### config.mk
export PLATFORM = sky130hd
export DESIGN_NAME = prio_pin_mux
export DESIGN_NICKNAME = d
export VERILOG_FILES = /design/src/rtl/pm_pkg.sv /design/src/rtl/pm_sync.sv /design/src/rtl/pm_regs.sv /design/src/rtl/pm_resolve.sv /design/src/rtl/prio_pin_mux.sv
export SDC_FILE = /design/constraint.sdc
export NUM_CORES = 1
export LEC_CHECK = 0
export BUFFER_PORTS_ARGS = -buffer_cell sky130_fd_sc_hd__buf_4
export CORE_ASPECT_RATIO = 0.5
export CORE_MARGIN = 5
export CORE_UTILIZATION = 53
export CTS_CLUSTER_SIZE = 8
export DETAILED_ROUTE_END_ITERATION = 8
export PLACE_DENSITY = 0.82
export SLEW_MARGIN = 15
export SYNTH_ARGS = -nofsm -noshare
export SYNTH_HDL_FRONTEND = slang
export SYNTH_HIERARCHICAL = 1
export SYNTH_SLANG_ARGS = --single-unit
### constraint.sdc
create_clock -name clk -period 2.9 [get_ports clk]
set_input_delay 0.435 -clock clk [delete_from_list [all_inputs] [get_ports clk]]
set_output_delay 0.435 -clock clk [all_outputs]
set_load 0.02 [all_outputs]
### src/rtl/pm_pkg.sv
package pm_pkg;

  localparam int unsigned PINS = 8;

  // fixed pin map: each peripheral decodes its own bit position
  localparam int unsigned PIN_CS   = 7;
  localparam int unsigned PIN_SS   = 7;
  localparam int unsigned PIN_SCK  = 6;
  localparam int unsigned PIN_MOSI = 5;
  localparam int unsigned PIN_MISO = 4;
  localparam int unsigned PIN_S1TX = 3;
  localparam int unsigned PIN_S1RX = 2;
  localparam int unsigned PIN_S0TX = 1;
  localparam int unsigned PIN_S0RX = 0;

  typedef enum logic [2:0] {
    OWN_GPIO = 3'd0,
    OWN_CS   = 3'd1,
    OWN_SPI  = 3'd2,
    OWN_SER0 = 3'd3,
    OWN_SER1 = 3'd4
  } owner_e;

  typedef struct packed {
    logic cs_en;
    logic cs_level;
    logic spi_en;
    logic spi_master;
    logic ss_o;
    logic sck_o;
    logic mosi_o;
    logic miso_o;
    logic s0_tx_en;
    logic s0_rx_en;
    logic s0_txd;
    logic s1_tx_en;
    logic s1_rx_en;
    logic s1_txd;
    logic remap;
  } ctl_t;

  typedef struct packed {
    owner_e owner;
    logic   drive;
    logic   level;
  } pin_res_t;

  // priority: chip select > SPI / serial > general-purpose
  function automatic pin_res_t resolve_pin(input int unsigned idx, input ctl_t c,
                                           input logic gp_dir, input logic gp_val);
    pin_res_t r;
    r.owner = OWN_GPIO;
    r.drive = gp_dir;
    r.level = gp_val;
    if (idx == PIN_CS && c.cs_en) begin
      r.owner = OWN_CS;
      r.drive = 1'b1;
      r.level = c.cs_level;
    end else if (c.spi_en && idx == PIN_SS) begin
      r.owner = OWN_SPI;
      r.drive = c.spi_master;
      r.level = c.spi_master & c.ss_o;
    end else if (c.spi_en && idx == PIN_SCK) begin
      r.owner = OWN_SPI;
      r.drive = c.spi_master;
      r.level = c.spi_master & c.sck_o;
    end else if (c.spi_en && idx == PIN_MOSI) begin
      r.owner = OWN_SPI;
      r.drive = c.spi_master;
      r.level = c.spi_master & c.mosi_o;
    end else if (c.spi_en && idx == PIN_MISO) begin
      r.owner = OWN_SPI;
      r.drive = ~c.spi_master;
      r.level = ~c.spi_master & c.miso_o;
    end else if (c.remap && c.s1_tx_en && idx == PIN_S1TX) begin
      r.owner = OWN_SER1;
      r.drive = 1'b1;
      r.level = c.s1_txd;
    end else if (c.remap && c.s1_rx_en && idx == PIN_S1RX) begin
      r.owner = OWN_SER1;
      r.drive = 1'b0;
      r.level = 1'b0;
    end else if (c.s0_tx_en && idx == PIN_S0TX) begin
      r.owner = OWN_SER0;
      r.drive = 1'b1;
      r.level = c.s0_txd;
    end else if (c.s0_rx_en && idx == PIN_S0RX) begin
      r.owner = OWN_SER0;
      r.drive = 1'b0;
      r.level = 1'b0;
    end
    return r;
  endfunction

endpackage

### src/rtl/pm_sync.sv
module pm_sync #(
  parameter int unsigned WIDTH  = 8,
  parameter int unsigned STAGES = 2
) (
  input  logic             clk,
  input  logic             rst,
  input  logic [WIDTH-1:0] d,
  output logic [WIDTH-1:0] q
);

  logic [WIDTH-1:0] stg [STAGES];

  always_ff @(posedge clk) begin
    if (rst) stg[0] <= '0;
    else     stg[0] <= d;
  end

  for (genvar k = 1; k < STAGES; k++) begin : g_stage
    always_ff @(posedge clk) begin
      if (rst) stg[k] <= '0;
      else     stg[k] <= stg[k-1];
    end
  end

  assign q = stg[STAGES-1];

endmodule

### src/rtl/pm_regs.sv
module pm_regs #(
  parameter int unsigned ADDR_W   = 3,
  parameter int unsigned WIDTH    = 8,
  parameter int unsigned OFS_DATA = 0,
  parameter int unsigned OFS_DIR  = 1
) (
  input  logic              clk,
  input  logic              rst,
  input  logic              we,
  input  logic [ADDR_W-1:0] addr,
  input  logic [WIDTH-1:0]  wdata,
  input  logic [WIDTH-1:0]  synced,
  output logic [WIDTH-1:0]  data_q,
  output logic [WIDTH-1:0]  dir_q,
  output logic [WIDTH-1:0]  rdata
);

  localparam logic [ADDR_W-1:0] A_DATA = ADDR_W'(OFS_DATA);
  localparam logic [ADDR_W-1:0] A_DIR  = ADDR_W'(OFS_DIR);

  logic hit_data, hit_dir;
  logic [WIDTH-1:0] rd_next;

  assign hit_data = (addr == A_DATA);
  assign hit_dir  = (addr == A_DIR);

  always_ff @(posedge clk) begin
    if (rst) begin
      data_q <= '0;
      dir_q  <= '0;
    end else if (we) begin
      if (hit_data) data_q <= wdata;
      if (hit_dir)  dir_q  <= wdata;
    end
  end

  // per-bit readback source follows the direction register
  always_comb begin
    rd_next = '0;
    if (hit_data)     rd_next = (data_q & dir_q) | (synced & ~dir_q);
    else if (hit_dir) rd_next = dir_q;
  end

  always_ff @(posedge clk) begin
    if (rst) rdata <= '0;
    else     rdata <= rd_next;
  end

  a_r1_regs_clear: assert property (@(posedge clk) disable iff (rst)
    $past(rst) |-> (data_q == '0 && dir_q == '0 && rdata == '0));

  a_r8_undef_write_ignored: assert property (@(posedge clk) disable iff (rst)
    (we && !hit_data && !hit_dir) |=> (data_q == $past(data_q) && dir_q == $past(dir_q)));

  a_r8_undef_read_zero: assert property (@(posedge clk) disable iff (rst)
    (!$past(rst) && !$past(hit_data) && !$past(hit_dir)) |-> rdata == '0);

endmodule

### src/rtl/pm_resolve.sv
module pm_resolve
  import pm_pkg::*;
(
  input  logic            clk,
  input  logic            rst,
  input  ctl_t            ctl,
  input  logic [PINS-1:0] dir_q,
  input  logic [PINS-1:0] data_q,
  input  logic [PINS-1:0] synced,
  output logic [PINS-1:0] pad_out,
  output logic [PINS-1:0] pad_oe,
  output logic            ss_i,
  output logic            sck_i,
  output logic            mosi_i,
  output logic            miso_i,
  output logic            s0_rxd,
  output logic            s1_rxd
);

  owner_e          own [PINS];
  logic [PINS-1:0] drv;
  logic [PINS-1:0] lvl;

  for (genvar i = 0; i < PINS; i++) begin : g_pin
    pin_res_t res;
    assign res    = resolve_pin(i, ctl, dir_q[i], data_q[i]);
    assign own[i] = res.owner;
    assign drv[i] = res.drive;
    assign lvl[i] = res.level;
  end

  always_ff @(posedge clk) begin
    if (rst) begin
      pad_oe  <= '0;
      pad_out <= '0;
    end else begin
      pad_oe  <= drv;
      pad_out <= lvl;
    end
  end

  // receive routing: only an input-owning function sees the pad, else idle high
  logic spi_slave_in, spi_master_in;
  assign spi_slave_in  = ~ctl.spi_master;
  assign spi_master_in = ctl.spi_master;

  always_ff @(posedge clk) begin
    if (rst) begin
      ss_i   <= 1'b1;
      sck_i  <= 1'b1;
      mosi_i <= 1'b1;
      miso_i <= 1'b1;
      s0_rxd <= 1'b1;
      s1_rxd <= 1'b1;
    end else begin
      ss_i   <= (own[PIN_SS]   == OWN_SPI  && spi_slave_in)  ? synced[PIN_SS]   : 1'b1;
      sck_i  <= (own[PIN_SCK]  == OWN_SPI  && spi_slave_in)  ? synced[PIN_SCK]  : 1'b1;
      mosi_i <= (own[PIN_MOSI] == OWN_SPI  && spi_slave_in)  ? synced[PIN_MOSI] : 1'b1;
      miso_i <= (own[PIN_MISO] == OWN_SPI  && spi_master_in) ? synced[PIN_MISO] : 1'b1;
      s0_rxd <= (own[PIN_S0RX] == OWN_SER0) ? synced[PIN_S0RX] : 1'b1;
      s1_rxd <= (own[PIN_S1RX] == OWN_SER1) ? synced[PIN_S1RX] : 1'b1;
    end
  end

  a_r1_reset_hiz: assert property (@(posedge clk) disable iff (rst)
    $past(rst) |-> (pad_oe == '0 && ss_i && s0_rxd && s1_rxd));

  a_r3_cs_owns_pin: assert property (@(posedge clk) disable iff (rst)
    ($past(ctl.cs_en) && !$past(rst)) |-> (pad_oe[PIN_CS] && pad_out[PIN_CS] == $past(ctl.cs_level)));

  a_r4_spi_dirs: assert property (@(posedge clk) disable iff (rst)
    ($past(ctl.spi_en) && !$past(rst)) |->
      (pad_oe[PIN_MISO] == !$past(ctl.spi_master) && pad_oe[PIN_SCK] == $past(ctl.spi_master)));

  a_r5_rx0_input: assert property (@(posedge clk) disable iff (rst)
    ($past(ctl.s0_rx_en) && !$past(rst)) |-> !pad_oe[PIN_S0RX]);

  a_r6_remap_gate: assert property (@(posedge clk) disable iff (rst)
    (!$past(ctl.remap) && !$past(rst)) |->
      (pad_oe[3:2] == $past(dir_q[3:2]) && pad_out[3:2] == $past(data_q[3:2])));

  a_r10_idle_high: assert property (@(posedge clk) disable iff (rst)
    (!$past(ctl.s0_rx_en) && !$past(ctl.spi_en)) |-> (s0_rxd && ss_i && miso_i));

endmodule

### src/rtl/prio_pin_mux.sv
module prio_pin_mux
  import pm_pkg::*;
#(
  parameter int unsigned ADDR_W      = 3,
  parameter int unsigned SYNC_STAGES = 2,
  parameter int unsigned OFS_DATA    = 0,
  parameter int unsigned OFS_DIR     = 1
) (
  input  logic              clk,
  input  logic              rst,
  input  logic              reg_we,
  input  logic [ADDR_W-1:0] reg_addr,
  input  logic [7:0]        reg_wdata,
  output logic [7:0]        reg_rdata,
  input  logic              cs_en,
  input  logic              cs_level,
  input  logic              spi_en,
  input  logic              spi_master,
  input  logic              spi_ss_o,
  input  logic              spi_sck_o,
  input  logic              spi_mosi_o,
  input  logic              spi_miso_o,
  output logic              spi_ss_i,
  output logic              spi_sck_i,
  output logic              spi_mosi_i,
  output logic              spi_miso_i,
  input  logic              ser0_tx_en,
  input  logic              ser0_rx_en,
  input  logic              ser0_txd,
  output logic              ser0_rxd,
  input  logic              ser1_tx_en,
  input  logic              ser1_rx_en,
  input  logic              ser1_remap,
  input  logic              ser1_txd,
  output logic              ser1_rxd,
  input  logic [7:0]        pad_in,
  output logic [7:0]        pad_out,
  output logic [7:0]        pad_oe
);

  ctl_t            ctl;
  logic [PINS-1:0] synced;
  logic [PINS-1:0] data_q;
  logic [PINS-1:0] dir_q;

  assign ctl.cs_en      = cs_en;
  assign ctl.cs_level   = cs_level;
  assign ctl.spi_en     = spi_en;
  assign ctl.spi_master = spi_master;
  assign ctl.ss_o       = spi_ss_o;
  assign ctl.sck_o      = spi_sck_o;
  assign ctl.mosi_o     = spi_mosi_o;
  assign ctl.miso_o     = spi_miso_o;
  assign ctl.s0_tx_en   = ser0_tx_en;
  assign ctl.s0_rx_en   = ser0_rx_en;
  assign ctl.s0_txd     = ser0_txd;
  assign ctl.s1_tx_en   = ser1_tx_en;
  assign ctl.s1_rx_en   = ser1_rx_en;
  assign ctl.s1_txd     = ser1_txd;
  assign ctl.remap      = ser1_remap;

  pm_sync #(.WIDTH(PINS), .STAGES(SYNC_STAGES)) i_sync (
    .clk (clk),
    .rst (rst),
    .d   (pad_in),
    .q   (synced)
  );

  pm_regs #(.ADDR_W(ADDR_W), .WIDTH(PINS), .OFS_DATA(OFS_DATA), .OFS_DIR(OFS_DIR)) i_regs (
    .clk    (clk),
    .rst    (rst),
    .we     (reg_we),
    .addr   (reg_addr),
    .wdata  (reg_wdata),
    .synced (synced),
    .data_q (data_q),
    .dir_q  (dir_q),
    .rdata  (reg_rdata)
  );

  pm_resolve i_resolve (
    .clk     (clk),
    .rst     (rst),
    .ctl     (ctl),
    .dir_q   (dir_q),
    .data_q  (data_q),
    .synced  (synced),
    .pad_out (pad_out),
    .pad_oe  (pad_oe),
    .ss_i    (spi_ss_i),
    .sck_i   (spi_sck_i),
    .mosi_i  (spi_mosi_i),
    .miso_i  (spi_miso_i),
    .s0_rxd  (ser0_rxd),
    .s1_rxd  (ser1_rxd)
  );

  // a pad nobody claims follows the registers
  a_r2_gpio_follow: assert property (@(posedge clk) disable iff (rst)
    (!$past(rst) && !$past(cs_en) && !$past(spi_en) && !$past(ser0_tx_en) && !$past(ser0_rx_en))
      |-> (pad_oe[7:4] == $past(dir_q[7:4]) && pad_oe[1:0] == $past(dir_q[1:0])));

endmodule

# Word-level counts from Yosys, hierarchy flattened
# Memories as Yosys holds them, arrays and structs flattened.
# Index checks and enable logic that the tools add are counted.
[totals]
register_bits = 46
ramBits = 16
input_bits = 37
out_inout_bits = 30
word_cells = 73
n_memories = 1
[memory_table]
columns = ["memory", "words", "width", "rd", "rd_clocked_by_memory_dff", "wr", "line_no", "rtl"]
rows = [
  ["i_sync.stg", 2, 8, 2, 0, 2, "pm_sync.sv:11", "logic [WIDTH-1:0] stg [STAGES];"],
]
[op_classes]
eq_ne = 7
mux = 16
bitwise = 17
reduce_logical = 17
[op_table]
columns = ["op", "n"]
rows = [
  ["$mux 8", 4],
  ["$mux 4", 6],
  ["$and 8x8->8", 2],
  ["$reduce_or 2->1", 8],
  ["$eq 3x2->1 const B", 5],
  ["$not 8->8", 1],
  ["$or 8x8->8", 1],
  ["$not 1->1", 7],
  ["$logic_and 1x1->1", 6],
  ["$mux 5", 1],
  ["$and 1x1->1", 4],
  ["$mux 2", 2],
  ["$reduce_and 2->1", 2],
  ["$eq 3x1->1 const B", 1],
  ["$eq 3x3->1 const B", 1],
  ["$logic_not 3->1", 1],
  ["$mux 1", 3],
  ["$or 1x1->1", 2],
]

# Logic depth before layout (Yosys ltp)
[logic_depth]
depth_word = 7
depth_mapped = 4
ltp_nobuf = 2

# Modules after synthesis
# Netlist, hierarchy kept.
[modules_own_cells]
columns = ["module", "instances", "cells_per_inst", "area_per_inst_um2", "seq_area_each_um2"]
rows = [
  ["pm_regs", 1, 101, 1043.5, 480.5],
  ["pm_resolve", 1, 70, 743.2, 440.4],
  ["pm_sync", 1, 33, 464.2, 320.3],
]

# Least setup slack after synthesis
# OpenSTA, ideal clock, no wires.
[synth_timing]
path_type = "input to register"
start = "input port reg_addr[0]"
end = "register i_regs.data_q[0]"
setup_ns = 0.118
t_arrival_ns = 1.253
t_required_ns = 2.782
path_slack_ns = 1.529
path_stages = 4
path_buffers = 2
path_cell_list = "buf_6 or4b_4 buf_6 mux2i_1"
[synth_via]
elab_chain_cells = 2
[synth_lines]
columns = ["element", "line_no", "rtl"]
rows = [
  ["start, declared", "prio_pin_mux.sv:12", "input logic [ADDR_W-1:0] reg_addr,"],
  ["$logic_not 3->1", "pm_regs.sv:24", "assign hit_data = (addr == A_DATA);"],
  ["$reduce_and 2->1 (no line)", "-", ""],
  ["end signal, assigned", "pm_regs.sv:32", "if (hit_data) data_q <= wdata;"],
  ["end, declared", "pm_regs.sv:13", "output logic [WIDTH-1:0] data_q,"],
]
# Every way passes these cells.
# A chain may end at the register's enable or synchronous reset.

# Worst setup path in the final report
[layout_timing]
start = "register i_regs.rdata[3]"
end = "output port reg_rdata[3]"
[layout_rtl]
columns = ["element", "line_no", "rtl"]
rows = [
  ["start, declared", "pm_regs.sv:15", "output logic [WIDTH-1:0] rdata"],
  ["start signal, assigned", "pm_regs.sv:46", "else rdata <= rd_next;"],
  ["end, declared", "prio_pin_mux.sv:14", "output logic [7:0] reg_rdata,"],
]
# No word-level cell between the ends.

==> flow_summary.json <==
{
  "synth_ff_type": "dfxtp_1",
  "clkSinkCount": 62,
  "ant_nets": 0,
  "antenna_found_initial": 0,
  "ios": 67,
  "area_growth_pct": 31.74,
  "fp.dieArea_um2": 5729,
  "fin_crit_sh_pct": 42.67,
  "core_um2": 4004,
  "clock_latency_ps": 330,
  "grt_pass1_vias": 1477,
  "syn_avg_cell_area_um2": 11.03,
  "setup_tns_ps": 0,
  "ys_warn_count": 6,
  "cts.repair.resized": 0,
  "clk_pin_slew_ps": 70,
  "drc_errors": 0,
  "worst-path-max-fanout": 1,
  "fmax_mhz": 808.0,
  "cp_top_family": "flip-flops",
  "grt_max_degree": 63,
  "status": "finished, final reports clean",
  "port_buffers": 66,
  "cts_tree": "done",
  "power_density_nw_per_um2": 616.2,
  "grt_pass1_wl_um": 7155,
  "vdd.ir_drop.worst_uv": 374.4,
  "die_x_um": 102.2,
  "place.gp.congestion": 0.8391,
  "yosys.area.top_type": "dfxtp_1",
  "cpMaxStageDelayCell": "dfxtp_1",
  "fin_cells": 329,
  "maxSlewViolCount": 0,
  "worst_slew_pin_slew_ps": 685.5,
  "wl_per_cell_um": 14.09,
  "power_leakage_nw": 1.269,
  "netlist.area_leader.share_pct": 55.14,
  "final_common_cell": "buf_4",
  "path_cells": "buf_4",
  "htree_num_levels": 3,
  "cts_made_buffers": 9,
  "drive_above_1_share_pct": 40.00,
  "hold_violations": 0,
  "routed_via_density": 4.912,
  "netlist-cell-type-count": 33,
  "cp.buffers_inverters": 1,
  "max-slew-margin-rel_pct": 54.18,
  "row_count": 16,
  "synthCells": 204,
  "place_hpwl_um": 3369,
  "synth_area_leaders": "dfxtp_1 (55%), nand2b_1 (8.6%), mux2i_1 (7.6%)",
  "post_cts.repair.setup_buffers": 0,
  "cp-start-kind": "flip-flop",
  "dp_cells": 313,
  "critPathKind": "flip-flop to output port",
  "synth_area_um2": 2251,
  "critPathMaxStageDelay_ps": 330,
  "hold_class": "input port to flip-flop",
  "postCtsHoldBufs": 0,
  "async_flop_share_pct": 0,
  "yosysSeqAreaShare_pct": 55.14,
  "n_antenna_cell": 0,
  "initial_core_util_pct": 56.22,
  "cp.arrival_ps": 800,
  "layout_min_cycle_time_ps": 1238,
  "drt-total-wl_um": 4637,
  "first_pass_iters": 4,
  "final_net_count": 307,
  "rsz0062_at_grt": "no",
  "die_y_um": 56.08,
  "setup-violations-final": 0,
  "synth_nets": 241,
  "cts_buffer_depth": 2,
  "root_buffer": "clkbuf_8",
  "worstSetupEndpointType": "output port",
  "grt.total_usage_pct": 16.60,
  "globalRouteOverflowTotal": 0,
  "ys_ff_latch": 62,
  "drt_iter0_markers": 65,
  "worstPathRequired_ps": 2470,
  "skew_ps": 7.306,
  "layout_common_cells": "buf_4 (67), dfxtp_1 (62), nand2b_1 (31)",
  "vias": 1616,
  "drv_cap": 0,
  "synth-edff-count": 0
}
==> per-layer routing <==
metal | vias up | share of wire (%) | global-route usage [%] | wire length, um
met4 | 0 | 1.2 | 6.729 | 57
li1 | 820 | - | - | -
met1 | 734 | 46 | 21.40 | 2131
met5 | - | 0 | 0 | 0
met2 | 56 | 44 | 23.92 | 2021
met3 | 6 | 9.2 | 7.635 | 427
==> cells by family after synthesis <==
logic type / count (synthesis) / share of synthesized area [%]
AOI/OAI and AO/OA: 28 / 6.948
DFF: 62 / 55.14
buffers and inverters: 13 / 3.502
and+or+nand+nor: 84 / 26.85
muxes: 17 / 7.560
==> registers in the layout, summed over array words and instances (netlist names) <==
name,cells
i_resolve/miso_i,1
i_resolve/pad_out,8
i_sync/stg,16
i_regs/rdata,8
i_regs/dir_q,8
i_resolve/mosi_i,1
i_resolve/sck_i,1
i_resolve/s0_rxd,1
i_resolve/ss_i,1
i_resolve/pad_oe,8
i_resolve/s1_rxd,1
i_regs/data_q,8
==> where the power goes <==
part           total, mW  internal (mW)  switching (mW)
Sequential         0.891          0.879          0.0115
Clock              0.785          0.487           0.298
Combinational      0.151         0.0814          0.0696
==> final timing paths <==
kind | from | to | slack, ps | cells past startpoint
max | i_regs/rdata[3] | reg_rdata[3] | 1660 | 1
min | ser0_rx_en | i_resolve/pad_oe[0] | 280 | 2
max reg2reg | i_regs/dir_q[3] | i_regs/rdata[3] | 1850 | 2
min reg2reg | i_sync/stg[0][4] | i_sync/stg[1][4] | 430 | 1
==> layout make-up <==
type | instances | area, um^2
clock inverter | 3 | 40.04
sequential | 62 | 1241
multi-input combinational | 129 | 930.9
clock buffer | 13 | 178.9
tap | 54 | 67.56
inverter | 1 | 3.754
timing repair buffer | 67 | 503.0
fill | 290 | 1039
==> synthesized netlist by cell type, drive strengths merged, types with 2 or more instances <==
library cell,number
o21ai,8
nor2,5
or3,4
dfxtp,62
and2,2
buf,7
a21oi,17
or3b,9
nand3,5
nor2b,11
nand2b,33
mux2i,17
and2b,6
clkbuf,5
nor3b,2
==> metrics by stage <==
stage / cell area [um^2] / power, mW / hold WS (ps) / setup slack [ps] / util [%]
finish: 2965 / 1.827 / 276.0 / 1662 / 74.06
global route: 2965 / 1.896 / 246.0 / 1588 / 74.06
CTS: 2965 / 1.841 / 259.6 / 1648 / 74.06
detailed placement: 2746 / 1.060 / 420.4 / 1347 / 68.59
global placement: 2746 / 1.056 / 421.3 / 1372 / 68.59
floorplan: 2251 / 0.9875 / 404.4 / 1529 / -
Note: power is estimated with default switching activity, not from simulation.
